[src/rtl/rxq_pkg.sv]
package rxq_pkg;
    localparam int CHAR_W  = 8;
    localparam int WORD_W  = 12;
    localparam int FRM_BIT = 8;
    localparam int PAR_BIT = 9;
    localparam int BRK_BIT = 10;
    localparam int OVR_BIT = 11;

    typedef enum logic {
        MODE_HOLD  = 1'b0,
        MODE_QUEUE = 1'b1
    } rxq_mode_e;
endpackage

[src/rtl/rxq_mode_fsm.sv]
module rxq_mode_fsm
    import rxq_pkg::*;
(
    input  logic      clk,
    input  logic      rst_n,
    input  logic      fifo_en,
    output rxq_mode_e mode,
    output logic      flush
);
    rxq_mode_e state, nxt;

    always_ff @(posedge clk or negedge rst_n) begin
        if (!rst_n) state <= MODE_HOLD;
        else        state <= nxt;
    end

    always_comb begin
        nxt = state;
        unique case (state)
            MODE_HOLD:  if (fifo_en)  nxt = MODE_QUEUE;
            MODE_QUEUE: if (!fifo_en) nxt = MODE_HOLD;
            default:    nxt = MODE_HOLD;
        endcase
    end

    always_comb begin
        mode  = state;
        flush = (nxt != state);
    end
endmodule

[src/rtl/rxq_store.sv]
module rxq_store #(
    parameter int DEPTH = 16,
    parameter int W     = 12,
    parameter int MARK  = 11,
    localparam int PW   = $clog2(DEPTH)
) (
    input  logic          clk,
    input  logic          rst_n,
    input  logic          wr_en,
    input  logic [PW-1:0] wr_idx,
    input  logic [W-1:0]  wr_word,
    input  logic          mark_en,
    input  logic [PW-1:0] mark_idx,
    input  logic [PW-1:0] rd_idx,
    output logic [W-1:0]  rd_word
);
    logic [W-1:0] slots [DEPTH];

    always_ff @(posedge clk or negedge rst_n) begin
        if (!rst_n) begin
            for (int i = 0; i < DEPTH; i++) slots[i] <= '0;
        end else begin
            for (int i = 0; i < DEPTH; i++) begin
                if (wr_en && wr_idx == PW'(i))
                    slots[i] <= wr_word;
                else if (mark_en && mark_idx == PW'(i))
                    slots[i][MARK] <= 1'b1;
            end
        end
    end

    assign rd_word = slots[rd_idx];
endmodule

[src/rtl/rx_hold_fifo.sv]
module rx_hold_fifo
    import rxq_pkg::*;
#(
    parameter int DEPTH = 16,
    parameter int TRIG  = 1
) (
    input  logic                clk,
    input  logic                rst_n,
    input  logic                fifo_en,
    input  logic                push_valid,
    output logic                push_ready,
    input  logic [CHAR_W-1:0]   push_char,
    input  logic                push_frm_err,
    input  logic                push_par_err,
    input  logic                push_brk,
    input  logic                rd_en,
    output logic [WORD_W-1:0]   rd_word,
    input  logic                stat_clr,
    output logic [3:0]          stat_q,
    output logic                rx_empty,
    output logic                rx_full,
    output logic                rx_irq,
    output logic                ovr_o
);
    localparam int PW = $clog2(DEPTH);
    localparam int CW = $clog2(DEPTH + 1);

    rxq_mode_e       mode;
    logic            flush;
    logic [CW-1:0]   cnt, cnt_nxt, eff_depth;
    logic [PW-1:0]   rp, ptr_mask, wr_idx, last_idx, cnt_lo;
    logic            push_acc, push_drop, pop;
    logic [WORD_W-1:0] in_word;

    rxq_mode_fsm u_fsm (
        .clk     (clk),
        .rst_n   (rst_n),
        .fifo_en (fifo_en),
        .mode    (mode),
        .flush   (flush)
    );

    always_comb begin
        eff_depth = (mode == MODE_QUEUE) ? CW'(DEPTH) : CW'(1);
        ptr_mask  = (mode == MODE_QUEUE) ? PW'(DEPTH - 1) : '0;
        cnt_lo    = cnt[PW-1:0];
        wr_idx    = (rp + cnt_lo) & ptr_mask;
        last_idx  = (rp + cnt_lo - PW'(1)) & ptr_mask;
        push_ready = !flush && (cnt < eff_depth);
        push_acc   = push_valid && push_ready;
        push_drop  = push_valid && !flush && (cnt == eff_depth);
        pop        = rd_en && !flush && (cnt != '0);
        if (push_brk) in_word = WORD_W'(1) << BRK_BIT;
        else          in_word = {2'b00, push_par_err, push_frm_err, push_char};
        cnt_nxt = cnt;
        if (flush)                 cnt_nxt = '0;
        else if (push_acc && !pop) cnt_nxt = cnt + CW'(1);
        else if (pop && !push_acc) cnt_nxt = cnt - CW'(1);
    end

    rxq_store #(.DEPTH(DEPTH), .W(WORD_W), .MARK(OVR_BIT)) u_store (
        .clk      (clk),
        .rst_n    (rst_n),
        .wr_en    (push_acc),
        .wr_idx   (wr_idx),
        .wr_word  (in_word),
        .mark_en  (push_drop),
        .mark_idx (last_idx),
        .rd_idx   (rp),
        .rd_word  (rd_word)
    );

    always_ff @(posedge clk or negedge rst_n) begin
        if (!rst_n) begin
            rp     <= '0;
            cnt    <= '0;
            rx_irq <= 1'b0;
            stat_q <= '0;
            ovr_o  <= 1'b0;
        end else begin
            cnt   <= cnt_nxt;
            ovr_o <= push_drop;
            if (flush)    rp <= '0;
            else if (pop) rp <= (rp + PW'(1)) & ptr_mask;
            if (push_acc && cnt_nxt == CW'(TRIG))
                rx_irq <= 1'b1;
            else if (rd_en && !flush && cnt_nxt == CW'(TRIG - 1))
                rx_irq <= 1'b0;
            if (rd_en)         stat_q <= rd_word[OVR_BIT:FRM_BIT];
            else if (stat_clr) stat_q <= '0;
        end
    end

    assign rx_empty = (cnt == '0);
    assign rx_full  = (cnt == eff_depth);


    full_blocks_push_chk: assert property (@(posedge clk) disable iff (!rst_n)
        rx_full |-> !push_ready);

    flush_empties_chk: assert property (@(posedge clk) disable iff (!rst_n)
        flush |=> (rx_empty && !rx_full));

    irq_rise_chk: assert property (@(posedge clk) disable iff (!rst_n)
        $rose(rx_irq) |-> !rx_empty);

    ovr_after_full_chk: assert property (@(posedge clk) disable iff (!rst_n)
        ovr_o |-> $past(rx_full));

    stat_clear_chk: assert property (@(posedge clk) disable iff (!rst_n)
        (stat_clr && !rd_en) |=> (stat_q == 4'h0));

    empty_read_chk: assert property (@(posedge clk) disable iff (!rst_n)
        (rd_en && rx_empty && !push_valid && !flush) |=> rx_empty);
endmodule

[config.mk]
export PLATFORM = sky130hd
export DESIGN_NAME = rx_hold_fifo
export DESIGN_NICKNAME = d
export VERILOG_FILES = /design/src/rtl/rxq_pkg.sv /design/src/rtl/rxq_mode_fsm.sv /design/src/rtl/rxq_store.sv /design/src/rtl/rx_hold_fifo.sv
export SDC_FILE = /design/constraint.sdc
export NUM_CORES = 1
export LEC_CHECK = 0
export ABC_AREA = 1
export BUFFER_PORTS_ARGS = -buffer_cell sky130_fd_sc_hd__buf_4
export CAP_MARGIN = 20
export CELL_PAD_IN_SITES_DETAIL_PLACEMENT = 1
export CELL_PAD_IN_SITES_GLOBAL_PLACEMENT = 1
export CORE_MARGIN = 3
export CORE_UTILIZATION = 42
export CTS_CLUSTER_DIAMETER = 150
export DETAILED_ROUTE_END_ITERATION = 8
export GPL_TIMING_DRIVEN = 1
export PLACE_DENSITY = 0.83
export SLEW_MARGIN = 20
export SYNTH_ARGS = -nofsm -noshare
export SYNTH_HDL_FRONTEND = slang
export SYNTH_HIERARCHICAL = 1
export SYNTH_SLANG_ARGS = --single-unit
[constraint.sdc]
create_clock -name clk -period 2.5 [get_ports clk]
set_input_delay 0.375 -clock clk [delete_from_list [all_inputs] [get_ports clk]]
set_output_delay 0.375 -clock clk [all_outputs]
set_load 0.03 [all_outputs]
Word level (Yosys, flattened, before mapping):

Index checks and enable logic that the tools add are counted.

* output and inout bits: 21
* register bits: 208
* bits of input ports: 17
* word-level logic and storage cells: 199

* equal/unequal tests: 33
* bitwise gates (word level): 4
* $add $sub $neg: 5
* order comparisons: 2
* mux-type cells: 48
* reduce and logical (&&, ||, !) cells: 69

Operator list (number)
* 4-bit equality test, second input constant: 16
* 12-bit binary-select mux with 4-bit select: 1
* 1-bit logical AND: 42
* 2-bit nonzero test: 19
* 1-bit two-way mux: 35
* 4-bit by 3-bit equality test with 1-bit output, second input constant: 8
* 12-bit two-way mux: 2
* 4-bit two-way mux: 5
* 5-bit two-way mux: 4
* 4-bit by 2-bit equality test with 1-bit output, second input constant: 4
* 4-bit bitwise AND: 3
* 11-bit two-way mux: 1
* 5-bit zero test: 2
* 4-bit by 1-bit equality test with 1-bit output, second input constant: 2
* 4-bit zero test: 2
* 5-bit by 1-bit adder with 5-bit output, second input constant: 1
* 5-bit by 1-bit equality test with 1-bit output, second input constant: 1
* 5-bit equality test: 1
* 5-bit greater-or-equal comparator, second input constant: 1
* 5-bit < comparator: 1
* 4-bit NOT with 5-bit output: 1
* 5-bit nonzero test: 1
* 5-bit by 1-bit subtractor with 5-bit output, second input constant: 1
* 4-bit by 1-bit adder with 4-bit output, second input constant: 1
* 4 further kinds: 6

Depth between registers and ports, before layout:

Gate-level depths: netlist (run 1).

* depth in word-level cells: 14
* mapped depth: 16

By module:

The synthesis (run 1) kept the hierarchy.

By module, submodules not included
* rxq_store: sequential area each 4804.6 um2, times used 1, area each 9502.9 um2, cells an instance 1286
* rx_hold_fifo: sequential area each 375.4 um2, times used 1, area each 1345.0 um2, cells an instance 182
* rxq_mode_fsm: sequential area each 25.0 um2, times used 1, area each 43.8 um2, cells an instance 6

Worst setup path before layout (run 1):

Ideal clock, no wire load.

* path type: register -> register
* start: register rp[0]
* end: register u_store/slots[83] (netlist bit)
* cell stages (with the launch flop): 12
* clock period less this slack: 2372 ps
* slack: 128 ps
* required time: 2423 ps
* data arrival time: 2294 ps
* cells stage by stage: dfrtp_1 > ha_1 > inv_1 > fa_1 > xor2_1 > nand2_1 > o21a_1 > nor3_1 > inv_1 > nor2_1 > nand3_1 > a21oi_1

* word-level cells in the longest chain between the ends: 6

Ends and longest elaborated chain
* start, declared: line rx_hold_fifo.sv:31 `logic [PW-1:0] rp, ptr_mask, wr_idx, last_idx, cnt_lo;`
* start signal, assigned: line rx_hold_fifo.sv:84 `else if (pop) rp <= (rp + PW'(1)) & ptr_mask;`
* 4-bit adder: line rx_hold_fifo.sv:48 `last_idx = (rp + cnt_lo - PW'(1)) & ptr_mask;`
* 4-bit by 1-bit subtractor with 4-bit output: line rx_hold_fifo.sv:48
* 4-bit bitwise AND: line rx_hold_fifo.sv:48
* net last_idx[3]: line rx_hold_fifo.sv:31
* 4-bit equality test: line rxq_store.sv:26 `else if (mark_en && mark_idx == PW'(i))`
* 1-bit logical AND: line rxq_store.sv:26
* 2-bit nonzero test (no line)
* end signal, assigned by index: line rxq_store.sv:25 `slots[i] <= wr_word;`
* end, declared: line rxq_store.sv:17 `logic [W-1:0] slots [DEPTH];`

The timed path passes the listed nets, and every way through them passes these cells.
A chain may end at the register's enable or synchronous reset.

Final worst setup path (run 1):

* start: register rp[0]
* end: output rd_word[8]

* word-level cells in the longest chain between the ends: 4

Ends and longest elaborated chain
* 4-bit NOT with 5-bit output (implied by the code): line rxq_store.sv:32 `assign rd_word = slots[rd_idx];`
* 12-bit binary-select mux with 4-bit select: line rxq_store.sv:32
* 12-bit two-way mux (implied by the code) (2 in a row): line rxq_store.sv:32
* end, declared: line rx_hold_fifo.sv:17 `output logic [WORD_W-1:0] rd_word,`

No other way between the ends. The select of a mux whose other input is x is not followed.

==> metrics.txt, run 1 <==
static leakage 6.67 nW; f_max 381 MHz; Seq cells post-synth 208; max-cap check violation count 0; post-synthesis mux area share 0%; Synth cell types 39; EDFF count, synth 0; asr flop ratio synth 100%; Simple-Gate Fraction of Synth Area 28.1%; Worst EP required 2.12 ns; Slew HR 58.4%; initial antenna violation count 0; fin crit share 105%; Design Area, Final approximately 0.014 mm2; dpl hpwl ~22,000 um; CORE AREA 0.0253 mm2; r2r startpoint rp[0]; worst-path maximum fanout 14; Synth Warn # 6; Hold Crit Class input pin to register; Synth Flop Type dfrtp_1; Max IR drop VDD 0.600 mV; DRT antenna net count 0; Nets approximately 1,600; Least-Margin Pin Slew 0.624 ns; Worst Setup End Kind primary output; worst setup margin -0.123 ns; final setup fails 24; compound-cell area share of the yosys netlist 10.3%; first-pass GRT wire length 65,300 um; RSZ-0062 raised after global routing yes; Starting Density 43.0%; Reg clk slew, reported paths 0.06 ns; CTS max path bufs 3; main combinational cell family by area after synthesis simple AND/OR/NAND/NOR gates; vias in the first global route 11,700; Initial DRC Count between 1,000 and 1,500; CP most frequent cell nand3_2; clk root buf clkbuf_16; final hold violation count 0; drt drc 0; dpl cells 1,821; ant diodes 0; die height 167 um; run status finished with violations; DP Area 0.0120 mm2; FF-to-FF path depth 12; drt wl/cell 23.5 um; Gate Count Post-Synth 1,474; failing checks setup timing; gr usage total between 20 and 30%; TritonCTS Buffers 24; crit path DAT about 2.3 ns; CTS HTree Levels 1; Final Slew Violations 0; R2R setup slack -0.07 ns; slowest CP cell dfrtp_4; synthesized netlist net count 1,502; area growth from synthesis to layout 28.1%; Seq/Total Area, Yosys 47.8%; die area 0.0279 mm2; worst hold stages 3; GRT Residual Overflow 0; CTS tree yes; CP Launch Type register; setup slack at placement -0.106 ns; largest net degree at the start of global routing between 60 and 70; port bufs 37; CP max stage delay between 0.4 and 0.5 ns; mean post-synth cell area 7.39 um2; XOR/XNOR Fraction of Synth Area 0.885%; Total Wirelength 44,500 um; min-delay src rd_en; Sink Count 208; Period minus WS final 2.62 ns; # rows 58; Post-Syn Area 0.0109 mm2; clk_lat worst skew 0.55 ns; WHS Endpoint stat_q[0]; Post-Synth Adder-Cell Area 1.33%; critical path cell sequence buf_12 > bufbuf_16 > nand2_1 > nand3_2 > nand3_2 > nand3_4 > nand2_4 > buf_6; FF-to-FF End u_store/slots[128]; Via density slightly below 6; die width 167 um; pwr dens 1080 mW/mm2; Power Total 15.0 mW; worst setup path category register to primary output; Post-Layout Cell Count 1,890; clk_skew 0.0240 ns; Finished Core Util ~55%; share of cells above drive strength 1 20.0%; I/O pins 38; gpl congestion 0.835; Pre-antenna DRT Iters 5; Via Count 11,000
per-layer routing:
layer / GRT usage, % / vias to the layer above / wire length [um]
met5: 0 / - / 0
met4: 13.6 / 0 / 2360
met3: 4.87 / 185 / 3350
met2: 50.6 / 602 / 21800
met1: 35.8 / 5442 / 17000
li1: - / 4732 / -
sequential cells by signal, indices dropped and copies added, names as in the netlist:
register       count
u_store/slots    192
ovr_o              1
u_fsm/mode         1
stat_q             4
cnt                5
rx_irq             1
rp                 4
layout by cell type (no fill, tap or decap), types with 7 or more instances in the layout:
master and instances:
nand2_1 410, inv_1 216, dfrtp_1 206, o21ai_0 165
nand3_1 120, buf_4 68, nand3_2 59, nor2_1 50
buf_12 28, clkbuf_16 27, a21oi_1 25, nand2_2 18
buf_6 16, nor2_2 14, o21ai_1 12, clkbuf_8 11
nor2_4 10, buf_16 9, nor3_1 8, ha_1 8
o21ai_2 7
worst max path at each step:
stage | startpoint | end | slack [ns] | cells after the start
3_5_place_dp | rp[0] | u_store/slots[81] | -0.11 | 9
3_3_place_gp | rp[0] | u_store/slots[83] | 0.03 | 10
5_1_grt | rp[0] | u_store/slots[59] | -0.26 | 13
4_1_cts | rp[0] | rd_word[9] | -0.06 | 9
6_report | rp[0] | rd_word[8] | -0.12 | 8
2_1_floorplan | rp[0] | u_store/slots[83] | 0.13 | 11
layout make-up:
| type | count | area (um2) |
|---|---|---|
| clock buffer | 38 | 753 |
| sequential | 208 | 5210 |
| tap | 330 | 413 |
| fill | 2992 | 11400 |
| multi-input combinational | 951 | 4930 |
| timing repair buffer | 132 | 1740 |
| clock inverter | 4 | 33.8 |
| inverter | 227 | 880 |
timing repair:
item / in CTS / in global routing
gates cloned: 11 / 3
buffers inserted: 8 / 3
resized for setup: 82 / 95
pin swaps: 10 / 28
hold buffers: 2 / 0
hold endpoints to repair: 61 / 0
setup endpoints to repair: 30 / 200
Yosys cell counts, drive strengths merged (2+ instances only):
library cell	number	share of area [%]
nor2	75	3.1
or2	4	0.23
ha	10	1.1
clkinv	2	0.080
xnor2	4	0.32
clkbuf	40	1.4
inv	225	7.8
nand2	433	15
nor3	10	0.46
dfrtp	208	48
xor2	7	0.56
buf	48	2.2
a21oi	26	1.2
a31oi	6	0.34
nand3	185	9.1
o21ai	184	8.5
power breakdown:
part	switching, mW	leakage, nW	total (mW)	internal [mW]
clock network	1.51	0.387	3.57	2.06
registers	0.502	2.47	4.75	4.25
logic	4.16	3.81	6.72	2.55
per-stage QoR:
step	setup TNS, ns	hold slack [ns]
floorplan	0	0.0794
global placement	0	0.441
detailed placement	-1.00	0.445
CTS	-0.265	0.116
global route	-10.13	0.137
finish	-0.766	0.134
critical path, delay by kind of cell, from the launching register on:
family	cells	cell delay, ns
buf+inv	3	0.60
simple gates	5	0.62
flops	1	0.49
kinds of logic (layout without fill, tap and decap cells):
group / after synthesis / count (layout)
AO/OA/AOI/OAI: 220 / 220
buffers and inverters: 315 / 401
flip-flops: 208 / 208
adder cells (fa/ha/maj): 11 / 11
other: 1 / 1
XOR/XNOR: 11 / 11
AND/OR/NAND/NOR: 708 / 708
Note: power is estimated with default switching activity, not from simulation.
==> inputs of run 2 (changes only) <==
Settings changed: CTS_BUF_LIST set to sky130_fd_sc_hd__clkbuf_16.
==> run 2 against run 1 <==
  * The run still ends with setup timing left
  * Non-clock buffer count decreased by 5
  * Die area is the same
  * Clock-buffer cell count is 14 lower
  * Cell area down 1.7%
  * Clock power is 11% lower
  * Core utilization down 0.92 points
  * Largest power group unchanged
==> metrics.txt, run 2 (synthesis gave the netlist of run 1 again) <==
die area 0.0279 mm2 (unchanged); Hold Crit Class input pin to register; max-cap check violation count 0 (unchanged); Least-Margin Pin Slew 0.662 ns (+0.0382 ns); ant diodes 0 (unchanged); Total Wirelength 41,500 um (-6.6%); initial antenna violation count 0 (unchanged); RSZ-0062 raised after global routing yes; vias in the first global route 11,200 (-4.0%); I/O pins 38 (unchanged); Power Total 14.3 mW (-4.8%); FF-to-FF path depth 11 (-1); failing checks setup timing; setup slack at placement -0.106 ns (unchanged); f_max 389 MHz (+2.0%); static leakage 6.54 nW (-1.9%); Hold Slack 0.129 ns (-0.00492 ns); DRT antenna net count 0 (unchanged); Via density 5.71 (-1.6%); Reg clk slew, reported paths 0.06 ns (about the same); CTS HTree Levels 1 (unchanged); run status finished with violations; GRT met2 Usage 46.3% (-4.2 points); Post-Layout Cell Count 1,885 (-0.26%); clk_lat worst skew 0.55 ns (about the same); die height 167 um (unchanged); first-pass GRT wire length 60,700 um (-7.1%); WHS Endpoint stat_q[3]; worst hold stages 3 (unchanged); Final Slew Violations 0 (unchanged); port bufs 37 (unchanged); fin crit share 103% (-2.1 points); dpl hpwl 22,200 um (unchanged); CORE AREA 0.0253 mm2 (unchanged); GRT Residual Overflow 0 (unchanged); r2r startpoint rp[1]; final setup fails 14 (-42%); pwr dens 1040 mW/mm2 (-3.1%); drt wl/cell 22.0 um (-6.4%); crit path DAT 3.01 ns (+0.76 ns); Initial DRC Count 885 (-29%); dpl cells 1,821 (unchanged); worst-path maximum fanout 23 (+9); Finished Core Util 54.2% (-0.92 points); drt drc 0 (unchanged); die width 167 um (unchanged); CTS max path bufs 3 (unchanged); CTS tree yes; TritonCTS Buffers 24 (unchanged); Top Registers u_store/slots: 192 flops, cnt: 5 flops; Starting Density 43.0% (unchanged); Worst EP required 2.94 ns (+0.82 ns); Via Count 10,800 (-1.8%); max FFs per register 192 (unchanged); most frequent cells in the layout nand2_1 (410), inv_1 (219), dfrtp_1 (206), o21ai_0 (164), nand3_1 (126); Biggest register u_store/slots; FF-to-FF End u_store/slots[78]; min-delay src rd_en; Period minus WS final 2.57 ns (-0.0526 ns); commonest non-fill, non-tap cell in the layout nand2_1; largest net degree at the start of global routing 65 (unchanged); clk root buf clkbuf_16; clk_skew 0.0231 ns (-0.000865 ns); gr usage total 27.0% (-2.2 points); Nets 1,567 (-0.32%); Slew HR 55.8% (-2.6 points); gpl congestion 0.835 (unchanged); worst setup path category register to register; Worst Setup End Kind register; M3 GR Usage 4.82% (-0.047 points); Pre-antenna DRT Iters 6 (+1); area growth from synthesis to layout 26.0%; final hold violation count 0 (unchanged); CP Launch Type register; share of cells above drive strength 1 18.8% (-1.2 points); met1 global-route usage 33.8% (-1.9 points); Max IR drop VDD 0.537 mV (-11%); # rows 58 (unchanged); worst setup margin -0.0704 ns (+0.0526 ns); Sink Count 208 (unchanged); R2R setup slack -0.07 ns (about the same); most used routing layer met2
## run 2: per-stage QoR
stage	setup TNS (ns)	area [um2]
3_5_place_dp	-1.00	12000
6_report	-0.459	13700
2_1_floorplan	0	10900
5_1_grt	-2.63	13700
4_1_cts	-0.0214	13200
3_3_place_gp	0	12000
## run 2: cell type report
cell class / count / area, um2
sequential: 208 / 5210
fill: 3035 / 11600
clock buffer: 24 / 601
tap: 330 / 413
inverter: 227 / 872
multi-input combinational: 951 / 4950
timing repair buffer: 127 / 1590
clock inverter: 18 / 86.3
## run 2: worst max path at each step
stage	depth (start not counted)	start	endpoint	slack, ns
5_1_grt	11	rp[1]	u_store/slots[78]	-0.12
2_1_floorplan	11	rp[0]	u_store/slots[83]	0.13
3_3_place_gp	10	rp[0]	u_store/slots[83]	0.03
3_5_place_dp	9	rp[0]	u_store/slots[81]	-0.11
6_report	11	rp[1]	u_store/slots[78]	-0.07
4_1_cts	13	rp[0]	u_store/slots[155]	-0.02
## run 2: power by group
| group | internal [mW] | switching [mW] | total (mW) |
|---|---|---|---|
| registers | 4.25 | 0.482 | 4.73 |
| clock network | 1.73 | 1.45 | 3.18 |
| logic | 2.45 | 3.96 | 6.41 |
| total | 8.43 | 5.89 | 14.3 |
## run 2: critical path, cell delays in order, from the launching register on
cell and delay [ns]:
dfrtp_2 0.44, buf_4 0.15, ha_1 0.18, a21oi_1 0.21
nand2_1 0.12, xnor2_2 0.16, nor2_2 0.13, buf_4 0.13
nand3_4 0.09, nor2_4 0.52, nand2_1 0.17, o21ai_0 0.16
## run 2: layer usage
metal / part of all wire, % / wire [um]
met4: 4.7 / 1970
met1: 40 / 16600
met2: 49 / 20200
met3: 6.7 / 2770
met5: 0 / 0
## run 2: repair_timing
item	4_1_cts	5_1_grt
setup buffers	4	5
hold endpoints to repair	61	0
pin swaps	9	37
setup endpoints to repair	39	190
hold buffers	2	0
gates cloned	7	4
resized for setup	85	89
==> inputs of run 3 (changes only) <==
Settings changed: CORE_UTILIZATION 42 to 40, PLACE_DENSITY 0.83 to 0.8, REMOVE_ABC_BUFFERS set to 1.
==> run 3 against run 2 <==
  * Global-route usage shrank 2.0 points
  * Critical path depth is the same
  * Cell area shrank 0.37%
  * Register-to-register slack gained 0.02 ns
  * Critical path type unchanged
  * Sequential share of layout area grew 0.14 points
  * Fmax grew 0.77%
  * The flow still finishes with violations (setup timing)
  * Via count shrank 3.5%
  * Cell count grew 0.27%
  * Clock-buffer cell count grew 1
==> metrics.txt, run 3 (synthesis gave the netlist of run 1 again) <==
min-delay src rd_en; ant diodes 0 (unchanged); Biggest register u_store/slots; static leakage 6.56 nW (+0.34%); Hold Slack 0.125 ns (-0.00398 ns); met1 global-route usage 31.8% (-2.0 points); WHS Endpoint stat_q[1]; worst-path maximum fanout 4 (-83%); post-route setup TNS -0.255 ns (+0.204 ns); final hold violation count 0 (unchanged); largest net degree at the start of global routing 78 (+20%); Period minus WS final 2.55 ns (-0.0196 ns); die width 171 um (+2.4%); Least-Margin Pin Slew 0.580 ns (-0.0820 ns); Max IR drop VDD 0.513 mV (-4.4%); Starting Density 41.2% (-1.8 points); crit path DAT 2.99 ns (-0.02 ns); Hold Crit Class input pin to register; Finished Core Util 51.7% (-2.4 points); vias in the first global route 10,600 (-5.3%); clk_skew 0.00901 ns (-0.0141 ns); CTS tree yes; die area 0.0292 mm2 (+4.8%); CORE AREA 0.0264 mm2 (+4.3%); Design Area, Final 0.0137 mm2 (-0.37%); drt drc 0 (unchanged); Final Slew Violations 0 (unchanged); CTS max path bufs 3 (unchanged); share of cells above drive strength 1 17.5% (-1.3 points); failing checks setup timing; I/O pins 38 (unchanged); final setup fails 7 (-7); run status finished with violations; max-cap check violation count 0 (unchanged); initial antenna violation count 0 (unchanged); Worst Setup End Kind register; area growth from synthesis to layout 25.5%; most used routing layer met2; most frequent cells in the layout nand2_1 (409), inv_1 (221), dfrtp_1 (206), o21ai_0 (165), nand3_1 (147); die height 171 um (+2.4%); Pre-antenna DRT Iters 5 (-1); Fillers 3,213 (+5.9%); worst setup margin -0.0507 ns (+0.0196 ns); Via Count 10,400 (-3.5%); gpl congestion 0.833 (-0.31%); f_max 392 MHz (+0.77%); Sink Count 208 (unchanged); FF-to-FF End u_store/slots[23]; Via density 5.50 (-3.7%); worst setup path category register to register; Nets 1,565 (-0.13%); RSZ-0062 raised after global routing yes; GRT met2 Usage 44.1% (-2.2 points); DRT antenna net count 0 (unchanged); fin crit share 102% (-0.78 points); first-pass GRT wire length 57,700 um (-4.9%); pwr dens 1070 mW/mm2 (+2.1%); Slew HR 61.2% (+5.4 points); Total Wirelength 38,900 um (-6.3%); Reg clk slew, reported paths 0.06 ns (about the same); worst hold stages 3 (unchanged); Top Registers u_store/slots: 192 flops, cnt: 5 flops; dpl hpwl 20,500 um (-7.6%); FF-to-FF path depth 11 (unchanged); # rows 59 (+1.7%); Worst EP required 2.94 ns (about the same); Initial DRC Count 975 (+10%); port bufs 37 (unchanged); max FFs per register 192 (unchanged); commonest non-fill, non-tap cell in the layout nand2_1; clk root buf clkbuf_16; drt wl/cell 20.6 um (-6.6%); CP Launch Type register; GRT Residual Overflow 0 (unchanged); R2R setup slack -0.05 ns (+0.02 ns); TritonCTS Buffers 24 (unchanged); r2r startpoint rp[0]; M3 GR Usage 3.28% (-1.5 points); gr usage total 25.0% (-2.0 points); CTS HTree Levels 1 (unchanged); DP Area 0.0119 mm2 (-0.20%); clk_lat worst skew 0.53 ns (-0.02 ns)
-- run 3: cell count changes in the layout (fill, tap and decap cells not counted), sizes merged --
cell | before | now
clkinv | 16 | 13
clkbuf | 29 | 30
bufinv | 0 | 3
buf | 118 | 116
inv | 227 | 228
-- run 3: metrics by stage --
step                instances  setup slack [ns]  power (mW)
detailed placement       1817           -0.0583        9.63
floorplan                1386             -1.74        7.86
global placement         1817            0.0808        9.39
CTS                      1882           -0.0552        13.8
finish                   1890           -0.0507        14.6
global route             1890            -0.144        15.4
-- run 3: final cells by class --
type / count / area [um2] / share of cell area (%)
multi-input cells: 951 / 4780 / 35.0
inverters: 227 / 888 / 6.50
clock buffers: 25 / 626 / 4.58
well taps: 335 / 419 / 3.07
clock inverters: 19 / 156 / 1.14
repair buffers: 125 / 1580 / 11.6
flip-flops and latches: 208 / 5210 / 38.1
-- run 3: what timing repair did --
item                       in CTS  in global routing
pin swaps                       8                 21
resized for setup              33                111
buffers inserted               12                  5
hold buffers                    2                  0
hold endpoints to repair       46                  0
cloned                          7                  4
setup endpoints to repair      20                181
-- run 3: critical path, stage by stage (launching register included) --
cell and delay, ns:
dfrtp_4 0.52, ha_2 0.20, inv_1 0.08, fa_2 0.47, ha_2 0.21, xor2_1 0.17
nor2_2 0.25, buf_6 0.16, nand2_1 0.06, inv_2 0.10, nand3_2 0.11, a21oi_2 0.14
-- run 3: power breakdown --
part / switching [mW] / internal (mW) / total (mW)
Combinational: 3.86 / 2.43 / 6.29
Clock: 1.46 / 2.10 / 3.56
Sequential: 0.470 / 4.25 / 4.72
-- run 3: per-layer routing --
metal	vias up	wire (um)
met3	98	2170
met2	331	19400
met1	5238	16100
met5	-	0
met4	0	1200
li1	4723	-
-- run 3: how the worst max path moves through the flow --
stage | from | endpoint | slack [ns] | cells after the start
finish | rp[0] | u_store/slots[23] | -0.05 | 11
global route | rp[0] | u_store/slots[23] | -0.14 | 11
CTS | rp[0] | rd_word[5] | -0.06 | 9
detailed placement | rp[0] | u_store/slots[71] | -0.06 | 12
global placement | rp[0] | u_store/slots[155] | 0.08 | 11
floorplan | rp[0] | u_store/slots[119] | -1.74 | 10
